### src/rtl/ps2_shift_hub.sv
module ps2_shift_hub #(
  parameter int CW = 5
) (
  input  logic       clk,
  input  logic       rst_n,
  input  logic       bus_wr,
  input  logic [2:0] bus_addr,
  input  logic [7:0] bus_wdata,
  output logic [7:0] bus_rdata,
  input  logic [3:0] ps2_clk_i,
  input  logic [3:0] ps2_dat_i,
  output logic [3:0] ps2_clk_low_o,
  output logic [3:0] ps2_dat_low_o,
  output logic       irq_o,
  output logic       wake_o,
  output logic       pullup_en_o
);
  localparam int NL = 8;

  logic [7:0] ctrl_q, sig_q, ien_q, data_q, sh_q;
  logic [NL-1:0] sync_q, filt_q;
  logic [CW-1:0] cnt_q [NL];
  logic [3:0] prev_q, bitcnt_q;
  logic [1:0] act_q;
  logic act_v_q, sot_q, eot_q, perr_q, ferr_q, txm_q, par_q;

  logic [3:0] clk_en, dat_rel, fclk, fdat, fall;
  logic [2:0] dbsel, code;
  logic [CW-1:0] dblim;
  logic mech_rst, st_hit, afall, adat, tx_bit;
  logic [1:0] st_ch;

  assign clk_en  = {sig_q[7], sig_q[5], sig_q[4], sig_q[3]};
  assign dat_rel = {sig_q[6], sig_q[2], sig_q[1], sig_q[0]};
  assign dbsel   = (ctrl_q[5:3] > 3'd5) ? 3'd5 : ctrl_q[5:3];
  assign dblim   = CW'((1 << dbsel) - 1);
  assign fclk    = filt_q[3:0];
  assign fdat    = filt_q[7:4];
  assign fall    = prev_q & ~fclk;
  assign mech_rst = (clk_en == 4'b0000) || !ctrl_q[0];
  assign afall   = fall[act_q];
  assign adat    = fdat[act_q];

  always_comb begin
    st_hit = 1'b0;
    st_ch  = 2'd0;
    for (int i = 3; i >= 0; i--)
      if (fall[i] && clk_en[i] && !fdat[i]) begin
        st_hit = 1'b1;
        st_ch  = 2'(i);
      end
  end

  always_comb begin
    if (bitcnt_q >= 4'd1 && bitcnt_q <= 4'd8) tx_bit = data_q[3'(bitcnt_q - 4'd1)];
    else if (bitcnt_q == 4'd9)                tx_bit = ~^data_q;
    else                                      tx_bit = 1'b1;
  end

  always_ff @(posedge clk or negedge rst_n) begin
    if (!rst_n) begin
      sync_q <= '1;
      filt_q <= '1;
      prev_q <= '1;
      for (int i = 0; i < NL; i++) cnt_q[i] <= '0;
    end else begin
      sync_q <= {ps2_dat_i, ps2_clk_i};
      prev_q <= fclk;
      for (int i = 0; i < NL; i++) begin
        if (sync_q[i] != filt_q[i]) begin
          if (cnt_q[i] == dblim) begin
            filt_q[i] <= sync_q[i];
            cnt_q[i]  <= '0;
          end else cnt_q[i] <= cnt_q[i] + 1'b1;
        end else cnt_q[i] <= '0;
      end
    end
  end

  always_ff @(posedge clk or negedge rst_n) begin
    if (!rst_n) begin
      ctrl_q <= 8'h00; sig_q <= 8'h47; ien_q <= 8'h00; data_q <= 8'h00;
      sh_q <= 8'h00; par_q <= 1'b0; bitcnt_q <= 4'd0; act_q <= 2'd0;
      act_v_q <= 1'b0; sot_q <= 1'b0; eot_q <= 1'b0;
      perr_q <= 1'b0; ferr_q <= 1'b0; txm_q <= 1'b0;
    end else begin
      if (bus_wr) begin
        case (bus_addr)
          3'd0: ctrl_q <= bus_wdata;
          3'd1: sig_q  <= bus_wdata;
          3'd3: data_q <= bus_wdata;
          3'd4: ien_q  <= bus_wdata & 8'h93;
          default: ;
        endcase
      end
      if (mech_rst) begin
        act_v_q <= 1'b0; sot_q <= 1'b0; eot_q <= 1'b0;
        perr_q <= 1'b0; ferr_q <= 1'b0; bitcnt_q <= 4'd0; txm_q <= 1'b0;
      end else if (!act_v_q) begin
        if (st_hit) begin
          act_v_q <= 1'b1; act_q <= st_ch; sot_q <= 1'b1;
          bitcnt_q <= 4'd1; txm_q <= ctrl_q[1];
        end
      end else if (afall && bitcnt_q != 4'd11) begin
        if (bitcnt_q == 4'd10) begin
          eot_q <= 1'b1;
          bitcnt_q <= 4'd11;
          if (txm_q) ferr_q <= adat;
          else begin
            perr_q <= ~^{sh_q, par_q};
            ferr_q <= ~adat;
            if (adat && ^{sh_q, par_q}) data_q <= sh_q;
          end
        end else begin
          bitcnt_q <= bitcnt_q + 4'd1;
          if (!txm_q) begin
            if (bitcnt_q <= 4'd8) sh_q <= {adat, sh_q[7:1]};
            else par_q <= adat;
          end
        end
      end
    end
  end

  always_comb
    for (int i = 0; i < 4; i++)
      ps2_dat_low_o[i] = (act_v_q && txm_q && act_q == 2'(i)) ? ~tx_bit : ~dat_rel[i];

  assign ps2_clk_low_o = ~clk_en;
  assign code = !act_v_q ? 3'd0 : (act_q == 2'd0) ? 3'd1 : (act_q == 2'd1) ? 3'd2 :
                (act_q == 2'd2) ? 3'd4 : 3'd5;

  always_comb begin
    case (bus_addr)
      3'd0: bus_rdata = ctrl_q;
      3'd1: bus_rdata = sig_q;
      3'd2: bus_rdata = {1'b0, code, ferr_q, perr_q, eot_q, sot_q};
      3'd3: bus_rdata = data_q;
      3'd4: bus_rdata = ien_q;
      default: bus_rdata = 8'h00;
    endcase
  end

  assign irq_o       = (sot_q & ien_q[0]) | (eot_q & ien_q[1]);
  assign wake_o      = sot_q & ien_q[4];
  assign pullup_en_o = ctrl_q[2];
endmodule

### config.mk
export PLATFORM = sky130hd
export DESIGN_NAME = ps2_shift_hub
export DESIGN_NICKNAME = d
export VERILOG_FILES = /design/src/rtl/ps2_shift_hub.sv
export SDC_FILE = /design/constraint.sdc
export NUM_CORES = 1
export LEC_CHECK = 0
export BUFFER_PORTS_ARGS = -buffer_cell sky130_fd_sc_hd__buf_2
export CORE_ASPECT_RATIO = 1.5
export CORE_MARGIN = 3
export CORE_UTILIZATION = 45
export CTS_CLUSTER_SIZE = 40
export DETAILED_ROUTE_END_ITERATION = 6
export SETUP_SLACK_MARGIN = 0.05
export SYNTH_ARGS = -nofsm -noshare
export SYNTH_HDL_FRONTEND = slang
export SYNTH_SLANG_ARGS = --single-unit
### constraint.sdc
create_clock -name clk -period 3.3 [get_ports clk]
set_clock_uncertainty 0.05 [all_clocks]
set_input_delay 0.165 -clock clk [delete_from_list [all_inputs] [get_ports clk]]
set_output_delay 0.165 -clock clk [all_outputs]
set_load 0.005 [all_outputs]
Word level (Yosys, flattened, before mapping)
Index checks and enable logic that the tools add are counted.
Word-level totals
  logic and storage cells: 225
  output and inout bits: 19
  register bits: 109
  bits of input ports: 22
Cells by class
  shift-type cells: 1
  add/subtract/negate cells: 11
  reductions and logical operators: 51
  mux-type cells: 78
  bitwise logic cells: 18
  $lt $le $gt $ge: 5
  eq/ne operators: 29
Operators with widths (count)
  $mux 5: 16
  $mux 8: 8
  $add 5x1->5 const B: 8
  $eq 5x5->1: 8
  $pmux 8 s5: 1
  $mux 1: 37
  $reduce_and 2->1: 13
  $mux 4: 5
  $logic_and 1x1->1: 16
  $mux 3: 4
  $reduce_and 6->1: 2
  $not 1->1: 11
  $reduce_xnor 9->1: 1
  $reduce_xor 9->1: 1
  $eq 4x4->1 const B: 2
  $mux 2: 4
  $ne 1x1->1: 8
  $not 4->4: 2
  $reduce_bool 2->1: 4
  $reduce_xnor 8->1: 1
  $eq 3x2->1 const B: 2
  $reduce_and 3->1: 2
  $logic_not 1->1: 5
  $shl 1x3->5 const A: 1
  26 further kinds: 31

Longest topological paths before layout
  depth in word-level cells: 11
  gate-level depth with buffers: 11
  depth with buffers taken out: 8

Worst setup path after synthesis
OpenSTA, ideal clock, no wires.
  kind: register to register
  start: reg ctrl_q[5]
  end: reg cnt_q[12] (netlist bit)
  cell stages (with the launch flop): 11
  data arrival time: 2.561 ns
  setup slack: 0.549 ns
  period minus slack after synthesis: 2.751 ns
  data required time: 3.110 ns
  setup time: 0.140 ns
  path through: dfrtp_1 clkbuf_1 buf_1 or3_1 ha_1 clkbuf_1 xnor2_1 nor2_1 inv_1 o31ai_1 nor2_1
Between the ends
  longest elaborated chain between the ends: 7
Ends and longest elaborated chain
  start: declaration: line 20  | logic [7:0] ctrl_q, sig_q, ien_q, data_q, sh_q;
  start signal: assignment: line 89  | 3'd0: ctrl_q <= bus_wdata;
  $gt 3x3->1: line 35  | assign dbsel = (ctrl_q[5:3] > 3'd5) ? 3'd5 : ctrl_q[5:3];
  $mux 3 *: line 35
  $shl 1x3->5 *: line 36  | assign dblim = CW'((1 << dbsel) - 1);
  $sub 5x2->5 *: line 36
  $eq 5x5->1 *: line 71  | if (cnt_q[i] == dblim) begin
  $mux 5 *: line 71
  $mux 5 *: line 70  | if (sync_q[i] != filt_q[i]) begin
  end signal: indexed assignment: line 74  | end else cnt_q[i] <= cnt_q[i] + 1'b1;
  end: declaration: line 22  | logic [CW-1:0] cnt_q [NL];
Mark *: on every way between the ends. The rest lies on a longest branch, timed or not.
A chain may end at the register's enable or synchronous reset.

Final worst setup path
  start: reg ctrl_q[3]
  end: reg cnt_q[39] (netlist bit)
The elaborated chain is that of the path after synthesis.

==> impl_metrics.yaml <==
outcome:
  outcome: "completed"
drt:
  vias: 4168
  wl_mm: 13.20
  drtPass1Iterations: 4
  vias_per_cell: 5.420
  route.detailed.drc: 0
  drt_iter0_drc: 126
  drtAntennaViolNets: 0
  routedWlPerCell_um: 17.17
sta:
  finalSetupTns_ns: 0
  final-max-slew-violation-count: 0
  fmax_mhz: 358.8
  tightest_slew_ns: 0.9048
  worst_slack_ns: 0.5128
  finalHoldViolations: 0
  rsz0062_at_grt: "false"
  slew_headroom_pct: 39.28
  setup-violations-final: 0
  layout_min_cycle_time_ns: 2.787
  period_share_pct: 84.46
worst_setup_path:
  startpoint: "ctrl_q[3]$_DFFE_PN0P_"
  start_kind: "flip-flop"
  cp.required_ns: 3.45
  cp_data_arrival_time_ns: 2.93
  regToRegStartpoint: "ctrl_q[3]$_DFFE_PN0P_"
  crit_type: "flip-flop to flip-flop"
  cp-end-kind: "flip-flop"
  cp_max_fo: 8
clocking:
  cts.sinks: 109
  cts_root_buf: "clkbuf_16"
  cts_resized: 0
  insertion_delay_ns: 0.34
  tritoncts: "built"
  path_clk_slew_ns: 0.07
  clockBufferDepth: 2
  cts_max_level: 3
  numCtsBuffers: 9
grt:
  grt_pass1_vias: 4386
  track_usage_pct: 18.78
  grt-ovfl-total: 0
  antenna_found_initial: 0
  grt_pass1_wl_mm: 21.99
  grt_max_degree: 66
synthesis:
  ys_types: 54
  yosysSeqAreaShare_pct: 45.30
  syn_nets: 595
  synthesis.area_sq_mm: 0.006087
  synth_edf_count: 0
  synth.avg_cell_area_sq_um: 10.99
  synth_area_leaders: "dfrtp_1, dfstp_2, mux2_2"
  async_reset_ff_share_pct: 100.0
  synth_top_area_share_pct: 34.94
  synthCells: 554
  synth_top_cell_by_area: "dfrtp_1"
  synth_warnings: 0
  yosys-top-cells-count: "dfrtp_1, nor2_1, xnor2_1"
  synth-seq-cells: 109
  post-synth-top-count-cell: "dfrtp_1"
  synth_top_flop_cell: "dfrtp_1"
placed_design:
  place_congestion: 0.8793
  hpwl_mm: 9.660
  post-place-ws_ns: 0.4745
  dp.cells: 744
  port_buffers: 40
power_and_ir_drop:
  power_leakage_uw: 0.003003
  power.density_mw_per_mm2: 731.4
  ir_worst_vdd_uv: 398.0
finish:
  fin_cells: 769
  nNetsFinal: 646
  fill_cells: 1153
  multi_input_area_sq_mm: 0.003171
  drive_gt1_share_pct: 24.43
  area_growth_pct: 13.26
  seqCellArea_sq_mm: 0.002758
  diodes: 0
flow_run:
  drv_cap: 0
die:
  fp.dieW_um: 101.0
  ios: 41
  coreArea_sq_mm: 0.01308
  initial_utilization_pct: 46.53
  row_count: 51
  dieArea_sq_mm: 0.01499
  die_h_um: 148.4
hold_path:
  worst_hold_path_type: "input pin to flip-flop"
  min_from: "bus_wdata[7]"
[cells in the final DEF (no fill, tap or decap), types with 8 or more instances in the layout]
cell            n
nor2b_1        17
nand2_1        17
mux2i_1        21
dlygate4sd3_1   9
nor3_1          8
buf_2          39
o21ai_0        11
buf_4           8
xnor2_1        46
nor2_1         64
nand3_1        31
o22a_1          9
xor2_1         35
dfstp_2        24
o31ai_1         9
ha_1           19
clkbuf_16       9
inv_1          26
mux2_2         40
dfrtp_1        85
[per-layer routing]
layer | wire, um | GRT usage (%) | vias up
li1 | - | - | 2011
met1 | 5403 | 22.16 | 2075
met2 | 7101 | 33.97 | 59
met3 | 307 | 2.487 | 23
met4 | 389 | 7.452 | 0
met5 | 0 | 0 | -
[state kept, by name (all words and copies together), names as in the netlist, 8 cells and up]
register  flops
cnt_q        40
filt_q        8
sh_q          8
sync_q        8
ctrl_q        8
sig_q         8
data_q        8
[timing repair]
action	4_1_cts	5_1_grt
hold endpoints to repair	54	0
buffers inserted	0	0
hold buffers	9	0
[worst paths after layout]
kind | endpoint | slack, ns | cells past startpoint
max | cnt_q[39]$_DFF_PN0_ | 0.51 | 6
min | sig_q[7]$_DFFE_PN0P_ | 0.03 | 3
max reg2reg | cnt_q[39]$_DFF_PN0_ | 0.51 | 6
min reg2reg | prev_q[2]$_DFF_PN1_ | 0.34 | 0
max in group asynchronous | filt_q[5]$_DFFE_PN1P_ | 1.97 | 3
min in group asynchronous | bitcnt_q[3]$_DFFE_PN0P_ | 0.40 | 2
[metrics by stage]
stage	total power [uW]	hold WS [ns]	utilization, %	area, sq um
2_1_floorplan	3448	-0.1806	-	6087
3_3_place_gp	3918	0.2195	49.72	6504
3_5_place_dp	3979	0.2212	49.72	6504
4_1_cts	5094	0.02235	52.70	6894
5_1_grt	5414	0.03247	52.70	6894
6_report	5043	0.02886	52.70	6894
[final cells by class]
class                   count  area share (%)
multi-input cells         401           45.99
inverters                  27           1.470
clock inverters             6          0.8893
flip-flops and latches    109           40.00
clock buffers              10           3.466
well taps                 159           2.886
repair buffers             57           5.299
[where the power goes]
part           total (uW)  switching (uW)  internal [uW]
Clock                1090             483            609
Sequential           2080             376           1710
Combinational        1870             943            926
[kinds of logic (layout without fill, tap and decap cells)]
kind of cell             count (synthesis)  in the layout  synth area share [%]
AND/OR/NAND/NOR                        167            167                 13.85
flip-flops                             109            109                 45.30
XOR/XNOR                                83             83                 12.29
multiplexers                            75             75                 15.23
AO/OA/AOI/OAI                           57             57                 6.578
buffers and inverters                   44            100                 2.836
adder cells (fa/ha/maj)                 19             19                 3.905
[worst max-delay path, stage by stage, from the launching register on]
cell     delay [ns]
dfrtp_1        0.44
or3_1          0.39
ha_1           0.24
xnor2_2        0.63
xnor2_1        0.18
o31ai_1        0.60
nor2_1         0.11
No activity file was read; power rests on OpenSTA's default activity.
